`src/rtl/smb_pkg.sv`:
```
package smb_pkg;
    typedef enum logic {
        DRN_IDLE = 1'b0,
        DRN_BUSY = 1'b1
    } drn_e;
endpackage

```
`src/rtl/smb_blk_cam.sv`:
```
// Compares a block key against every occupied entry; returns hit and index.
module smb_blk_cam #(
    parameter int ENTRIES = 4,
    parameter int BLK_W   = 14,
    localparam int IDX_W  = $clog2(ENTRIES)
) (
    input  logic [ENTRIES-1:0]            occ,
    input  logic [ENTRIES-1:0][BLK_W-1:0] tags,
    input  logic [BLK_W-1:0]              key,
    output logic                          hit,
    output logic [IDX_W-1:0]              idx
);
    logic [ENTRIES-1:0] eq;

    for (genvar g = 0; g < ENTRIES; g++) begin : g_cmp
        assign eq[g] = occ[g] && (tags[g] == key);
    end

    always_comb begin
        hit = |eq;
        idx = '0;
        for (int i = 0; i < ENTRIES; i++) begin
            if (eq[i]) idx = IDX_W'(i);
        end
    end
endmodule

```
`src/rtl/smb_rd_fwd.sv`:
```
// Resolves a read check into forward / drain-needed outcomes.
module smb_rd_fwd #(
    parameter int DATA_W = 32
) (
    input  logic              rd_valid,
    input  logic              blk_hit,
    input  logic              word_set,
    input  logic [DATA_W-1:0] word_val,
    output logic              rd_hit,
    output logic              rd_fwd_valid,
    output logic [DATA_W-1:0] rd_data,
    output logic              rd_need_drain
);
    always_comb begin
        rd_hit        = rd_valid && blk_hit;
        rd_fwd_valid  = rd_hit && word_set;
        rd_need_drain = rd_hit && !word_set;
        rd_data       = rd_fwd_valid ? word_val : '0;
    end
endmodule

```
`src/rtl/store_merge_buf.sv`:
```
module store_merge_buf
    import smb_pkg::*;
#(
    parameter int ENTRIES = 4,
    parameter int WORDS   = 4,
    parameter int DATA_W  = 32,
    parameter int ADDR_W  = 16,
    localparam int IDX_W  = $clog2(ENTRIES),
    localparam int OFF_W  = $clog2(WORDS),
    localparam int BLK_W  = ADDR_W - OFF_W
) (
    input  logic                    clk,
    input  logic                    rst_n,
    input  logic                    st_valid,
    output logic                    st_ready,
    input  logic [ADDR_W-1:0]       st_addr,
    input  logic [DATA_W-1:0]       st_data,
    input  logic                    rd_valid,
    input  logic [ADDR_W-1:0]       rd_addr,
    output logic                    rd_hit,
    output logic                    rd_fwd_valid,
    output logic [DATA_W-1:0]       rd_data,
    output logic                    rd_need_drain,
    output logic                    mem_valid,
    input  logic                    mem_ready,
    output logic [BLK_W-1:0]        mem_blk_addr,
    output logic [WORDS*DATA_W-1:0] mem_data,
    output logic [WORDS-1:0]        mem_wmask
);
    typedef struct packed {
        logic [ENTRIES-1:0]                         occ;
        logic [ENTRIES-1:0][BLK_W-1:0]              blk;
        logic [ENTRIES-1:0][WORDS-1:0][DATA_W-1:0]  dat;
        logic [ENTRIES-1:0][WORDS-1:0]              msk;
        logic [IDX_W-1:0]                           head;
        logic [IDX_W-1:0]                           tail;
        drn_e                                       drn;
    } state_t;

    state_t s_q, s_d;

    logic [BLK_W-1:0] st_blk, rd_blk;
    logic [OFF_W-1:0] st_word, rd_word;
    logic             st_hit, rd_blk_hit;
    logic [IDX_W-1:0] st_idx, rd_idx;
    logic             st_fire, pop;

    assign st_blk  = st_addr[ADDR_W-1:OFF_W];
    assign st_word = st_addr[OFF_W-1:0];
    assign rd_blk  = rd_addr[ADDR_W-1:OFF_W];
    assign rd_word = rd_addr[OFF_W-1:0];

    smb_blk_cam #(.ENTRIES(ENTRIES), .BLK_W(BLK_W)) u_st_cam (
        .occ(s_q.occ), .tags(s_q.blk), .key(st_blk),
        .hit(st_hit), .idx(st_idx)
    );

    smb_blk_cam #(.ENTRIES(ENTRIES), .BLK_W(BLK_W)) u_rd_cam (
        .occ(s_q.occ), .tags(s_q.blk), .key(rd_blk),
        .hit(rd_blk_hit), .idx(rd_idx)
    );

    smb_rd_fwd #(.DATA_W(DATA_W)) u_rd_fwd (
        .rd_valid(rd_valid),
        .blk_hit(rd_blk_hit),
        .word_set(s_q.msk[rd_idx][rd_word]),
        .word_val(s_q.dat[rd_idx][rd_word]),
        .rd_hit(rd_hit),
        .rd_fwd_valid(rd_fwd_valid),
        .rd_data(rd_data),
        .rd_need_drain(rd_need_drain)
    );

    // A matching store waits only when its entry is on the memory port.
    always_comb begin
        if (st_hit) st_ready = !((st_idx == s_q.head) && (s_q.drn == DRN_BUSY));
        else        st_ready = !(&s_q.occ);
    end

    assign mem_valid    = (s_q.drn == DRN_BUSY);
    assign mem_blk_addr = s_q.blk[s_q.head];
    assign mem_data     = s_q.dat[s_q.head];
    assign mem_wmask    = s_q.msk[s_q.head];

    always_comb begin
        s_d     = s_q;
        st_fire = st_valid && st_ready;
        pop     = (s_q.drn == DRN_BUSY) && mem_ready;

        if (st_fire) begin
            if (st_hit) begin
                s_d.dat[st_idx][st_word] = st_data;
                s_d.msk[st_idx][st_word] = 1'b1;
            end else begin
                s_d.occ[s_q.tail]          = 1'b1;
                s_d.blk[s_q.tail]          = st_blk;
                s_d.msk[s_q.tail]          = '0;
                s_d.msk[s_q.tail][st_word] = 1'b1;
                s_d.dat[s_q.tail][st_word] = st_data;
                s_d.tail                   = s_q.tail + 1'b1;
            end
        end

        if (pop) begin
            s_d.occ[s_q.head] = 1'b0;
            s_d.head          = s_q.head + 1'b1;
            s_d.drn           = DRN_IDLE;
        end else if ((s_q.drn == DRN_IDLE) && (|s_q.occ)
                     && (!rd_valid || rd_need_drain)) begin
            s_d.drn = DRN_BUSY;
        end
    end

    always_ff @(posedge clk) begin
        if (!rst_n) begin
            s_q <= '0;
        end else begin
            s_q <= s_d;
        end
    end
endmodule

```
`config.mk`:
```
export PLATFORM = sky130hd
export DESIGN_NAME = store_merge_buf
export DESIGN_NICKNAME = d
export VERILOG_FILES = /design/src/rtl/smb_pkg.sv /design/src/rtl/smb_blk_cam.sv /design/src/rtl/smb_rd_fwd.sv /design/src/rtl/store_merge_buf.sv
export SDC_FILE = /design/constraint.sdc
export NUM_CORES = 2
export LEC_CHECK = 0
export ABC_CLOCK_PERIOD_IN_PS = 2500
export BUFFER_PORTS_ARGS = -buffer_cell sky130_fd_sc_hd__buf_2
export CORE_AREA = 5 5 220 275
export CTS_CLUSTER_SIZE = 12
export DETAILED_ROUTE_END_ITERATION = 10
export DIE_AREA = 0 0 225 280
export PLACE_DENSITY = 0.76
export SYNTH_ARGS = -nofsm -noshare
export SYNTH_HDL_FRONTEND = slang
export SYNTH_SLANG_ARGS = --single-unit
```
`constraint.sdc`:
```
create_clock -name clk -period 2.5 [get_ports clk]
set_clock_uncertainty 0.1 [all_clocks]
set_input_delay 0 -clock clk [delete_from_list [all_inputs] [get_ports clk]]
set_output_delay 0 -clock clk [all_outputs]
set_load 0.005 [all_outputs]
```
==> Word-level counts from Yosys, hierarchy flattened <==
Index checks and enable logic that the tools add are counted.
{ "word_totals": {"regBits": 593, "input_bits": 69, "output_inout_bits": 183, "elab_cells": 139} }
{ "classes": {"addsub": 2, "n_lt_le_gt_ge": 10, "n_eq_ne": 9, "muxes": 49, "n_bitwise": 10, "reduce_logical": 31} }
{ "ops": {"columns": ["operator", "n"], "rows": [
  ["bitwise mux 512 bit", 2],
  ["2-to-1 mux 588 bit", 1],
  ["2-to-1 mux 528 bit", 1],
  ["binary-select mux 128 bit (select 2 bit)", 2],
  ["demux 128 bit (select 2 bit)", 2],
  ["2-to-1 mux 128 bit", 4],
  ["== test 14 bit", 8],
  ["2-to-1 mux 32 bit", 3],
  ["binary-select mux 32 bit (select 2 bit)", 1],
  ["demux 32 bit (select 2 bit)", 1],
  ["2-to-1 mux 60 bit", 1],
  ["bitwise mux 56 bit", 1],
  ["OR 16 bit", 2],
  ["binary-select mux 14 bit (select 2 bit)", 1],
  ["demux 14 bit (select 2 bit)", 1],
  ["2-to-1 mux 14 bit", 2],
  ["demux 4 bit (select 2 bit)", 3],
  ["2-to-1 mux 4 bit", 6],
  ["logical AND 1 bit", 20],
  ["less-than comparator 2 x 3 -> 1 bit, second input constant", 6],
  ["AND 16 bit", 1],
  ["binary-select mux 4 bit (select 2 bit)", 2],
  ["NOT 16 bit", 1],
  ["OR reduction 4 bit", 3],
  ["other kinds (16)", 36]
]} }

==> Logic depth before layout (Yosys ltp) <==
{ "logic_depth": {"word_depth": 14, "ltp_mapped": 12, "mapped_depth_nobuf": 8} }

==> Modules after synthesis <==
A second synthesis with hierarchy kept.
{ "hier_totals": {"cells_unflattened": 2679, "hier_area_um2": 31101.1} }
{ "by_module_without_submodules": {"columns": ["module", "n_inst", "cells_per_inst", "area_per_inst_um2", "seq_area_each_um2"], "rows": [
  ["store_merge_buf", 1, 2447, 29050.4, 11871.4],
  ["smb_blk_cam", 2, 94, 842.1, 0.0],
  ["smb_rd_fwd", 1, 44, 366.6, 0.0]
]} }

==> Least setup slack after synthesis <==
Ideal clock, no wire load.
{ "synth_timing": {"path_kind": "reg-to-reg", "start": "register with a tool-made name", "end": "register with a tool-made name", "setup_time_ns": 0.132, "t_arrival_ns": 2.555, "required_ns": 2.268, "path_slack_ns": -0.287, "path_stages_with_launch": 11, "path_buffers": 2, "synth_period_minus_slack_ns": 2.787, "cell_sequence": "dfxtp_1 xnor2_1 nand4_1 or4_4 o21bai_4 xnor2_1 nor3_1 or4b_1 buf_2 buf_4 mux2i_1"} }

==> run metrics <==
die width=225 um; initial core utilization=0.5396; Reg2Reg Depth=9; total power=0.02104 W; TritonRoute pass-1 iters=6; Syn-to-layout area delta=30.94%; CTS Buffer Depth=3; CP top delay family=buffers and inverters; wl on met1=42.65 mm; yosys warns=0; synth unique cells=53; share of cells above drive strength 1=0.3115; r2r setup slk=-850 ps; most frequent cells in the layout=nand2_1, mux2i_1, dfxtp_1, buf_4, buf_2; GRT Resource Usage Total=0.3312; slowest stage delay, CP=420 ps; detailed-route DRC error count=0; Avg Synthesized Cell Area=9.713 um^2; # IOs=252; RSZ-0062 raised after global routing=yes; Post-DP HPWL=69.11 mm; H-tree Lvls=2; Non-Filler Instances=4474; clock root cell=clkbuf_16; WHS Path Cells=3; GPL Wtd Cong=0.9974; first-pass GRT wire length=164.6 mm; post-route setup slack=-1119 ps; met2 routed wirelength=53.80 mm; Max Used Layer=met4; Placement Rows=99; grt ovf=0; hold path start=st_data[18]; 1st-iter DRT viols=3270; vias in the first global route=27.75k; n_diodes=0; commonest non-fill, non-tap cell in the layout=nand2_1; Die Ht=280 um; Setup CP Type=register to primary output; Post-DP Area=35800 um^2; per-cell routed wire length=25.39 um; Sink Count=593; Max Clock Freq=276.4 MHz; largest net degree at the start of global routing=89; die area=63000 um^2; Routed Antenna Nets=0; Critical Path Most Common Cell=buf_4; Startpoint Class=register; Least-Margin Pin Slew=697.0 ps; power per cell area=514.8 nW/um^2; Req. time, crit path=2400 ps; Post-Syn Area=31220 um^2; port bufs=251; Post-Place Worst Slack=-636.3 ps; Pleak=16.95 nW; core region area=57850 um^2; max_slew headroom=0.5353; vias per cell=6.427; Post-synth EDFFs=0; Hold Vio Cnt, Final=0; synthesized flop and latch total=593; total number of vias=28.76k; sequential share of the synthesized area=0.3803; Worst EP arrival=3520 ps; cells after synthesis=3214; TritonCTS clock tree=yes; Post-Route WL=113.6 mm; DP Cell Count=4254; worst vdd ir=571.1 uV; Final setup viols=648; max_cap viols=0; min Tclk post-route=3619 ps; CP Capture Type=primary output; design area=40870 um^2; Nets=3764; Min-Delay Path Class=input port to register; Synth Net Count=3291; worst path cell trace=buf_6 -> xnor2_2 -> buf_4 -> nand4_1 -> nor4_4 -> buf_6 -> buf_12 -> clkbuf_16 -> buf_4 -> mux2i_1 -> a211oi_1 -> a211oi_1 -> nor4_4 -> buf_4 -> buf_2; top_reg_cell synth=dfxtp_1; async set-reset flop share out of synthesis=0; period utilization=1.447; status=finished, violations left; FILL cells=3968; WL met3=10.05 mm; max-slew violations=0; failing checks=setup timing; latest clock arrival within the worst-skew pair=630 ps; initial antenna violation count=0; total clock buffers created by CTS=59; Max FO, Critical Path=6; Buf+Inv Stages, Crit Path=8; Clk pin slew, worst setup/hold paths=60 ps; CP max-delay cell=a211oi_1
metrics by stage:
step | setup TNS, ps | util | hold slack (ps)
global route | -397760 | 0.7066 | 57.35
floorplan | -28740 | - | 10.82
global placement | -252390 | 0.6189 | 245.1
detailed placement | -267540 | 0.6189 | 247.7
finish | -358800 | 0.7066 | 50.10
CTS | -261040 | 0.6773 | 1.201
layout make-up:
type | instances | area, um^2 | share of cell area
tap | 757 | 947.2 | 0.02317
clock buffer | 83 | 1658 | 0.04056
clock inverter | 8 | 95.09 | 0.002326
sequential | 593 | 11910 | 0.2914
timing repair buffer | 740 | 6777 | 0.1658
multi-input combinational | 2278 | 19430 | 0.4754
inverter | 15 | 56.30 | 0.001377
routing by layer:
layer | GRT usage | up-vias
met4 | 0.1668 | 0
met1 | 0.4261 | 14210
met5 | 0 | -
met2 | 0.5450 | 1697
met3 | 0.04950 | 430
li1 | - | 12420
worst max-delay path by stage:
stage             start     endpoint  slack [ps]  cells after the start
2_1_floorplan  register     register        -210                     11
3_3_place_gp   register  rd_data[21]        -630                     12
3_5_place_dp   register     register        -640                      9
4_1_cts        register  rd_data[21]       -1190                     13
5_1_grt        register  rd_data[24]       -1250                     14
6_report       register  rd_data[24]       -1120                     15
report_power, final:
| group | leakage [nW] | switching (W) | internal, W |
|---|---|---|---|
| clock | 0.850 | 0.00381 | 0.00466 |
| sequential | 4.80 | 0.000162 | 0.00962 |
| combinational | 11.3 | 0.00155 | 0.00123 |
| total | 17.0 | 0.00553 | 0.0155 |
logic make-up after synthesis:
kind of cell / synth area share
adder cells (fa/ha/maj): 0.003207
XOR/XNOR: 0.03255
multiplexers: 0.3115
buffers and inverters: 0.04758
AND/OR/NAND/NOR: 0.1345
flip-flops: 0.3803
AO/OA/AOI/OAI: 0.09038
worst register-to-register path, delay by kind of cell (launching register included):
family          cells  cell delay, ps
compound gates      1             210
xor+xnor            2             410
simple gates        4            1760
mux                 1             140
buf+inv             1             230
flops               1             370
Yosys cell counts, types with 56 or more instances:
cell type | instances | area share
a211o_1 | 65 | 0.018
a211oi_1 | 196 | 0.047
a21boi_0 | 64 | 0.015
buf_2 | 56 | 0.0090
clkbuf_1 | 219 | 0.026
dfxtp_1 | 593 | 0.38
mux2i_1 | 643 | 0.21
mux4_2 | 146 | 0.11
nand2_1 | 663 | 0.080
nand3_1 | 77 | 0.012
nor2_1 | 141 | 0.017
xnor2_1 | 116 | 0.033
timing repair:
action / 4_1_cts / 5_1_grt
setup buffers: 16 / 55
setup endpoints to repair: 642 / 660
cloned: 13 / 10
hold buffers: 50 / 0
hold endpoints to repair: 462 / 0
pin swaps: 25 / 135
resized for setup: 113 / 228
Note: power is estimated with default switching activity, not from simulation.
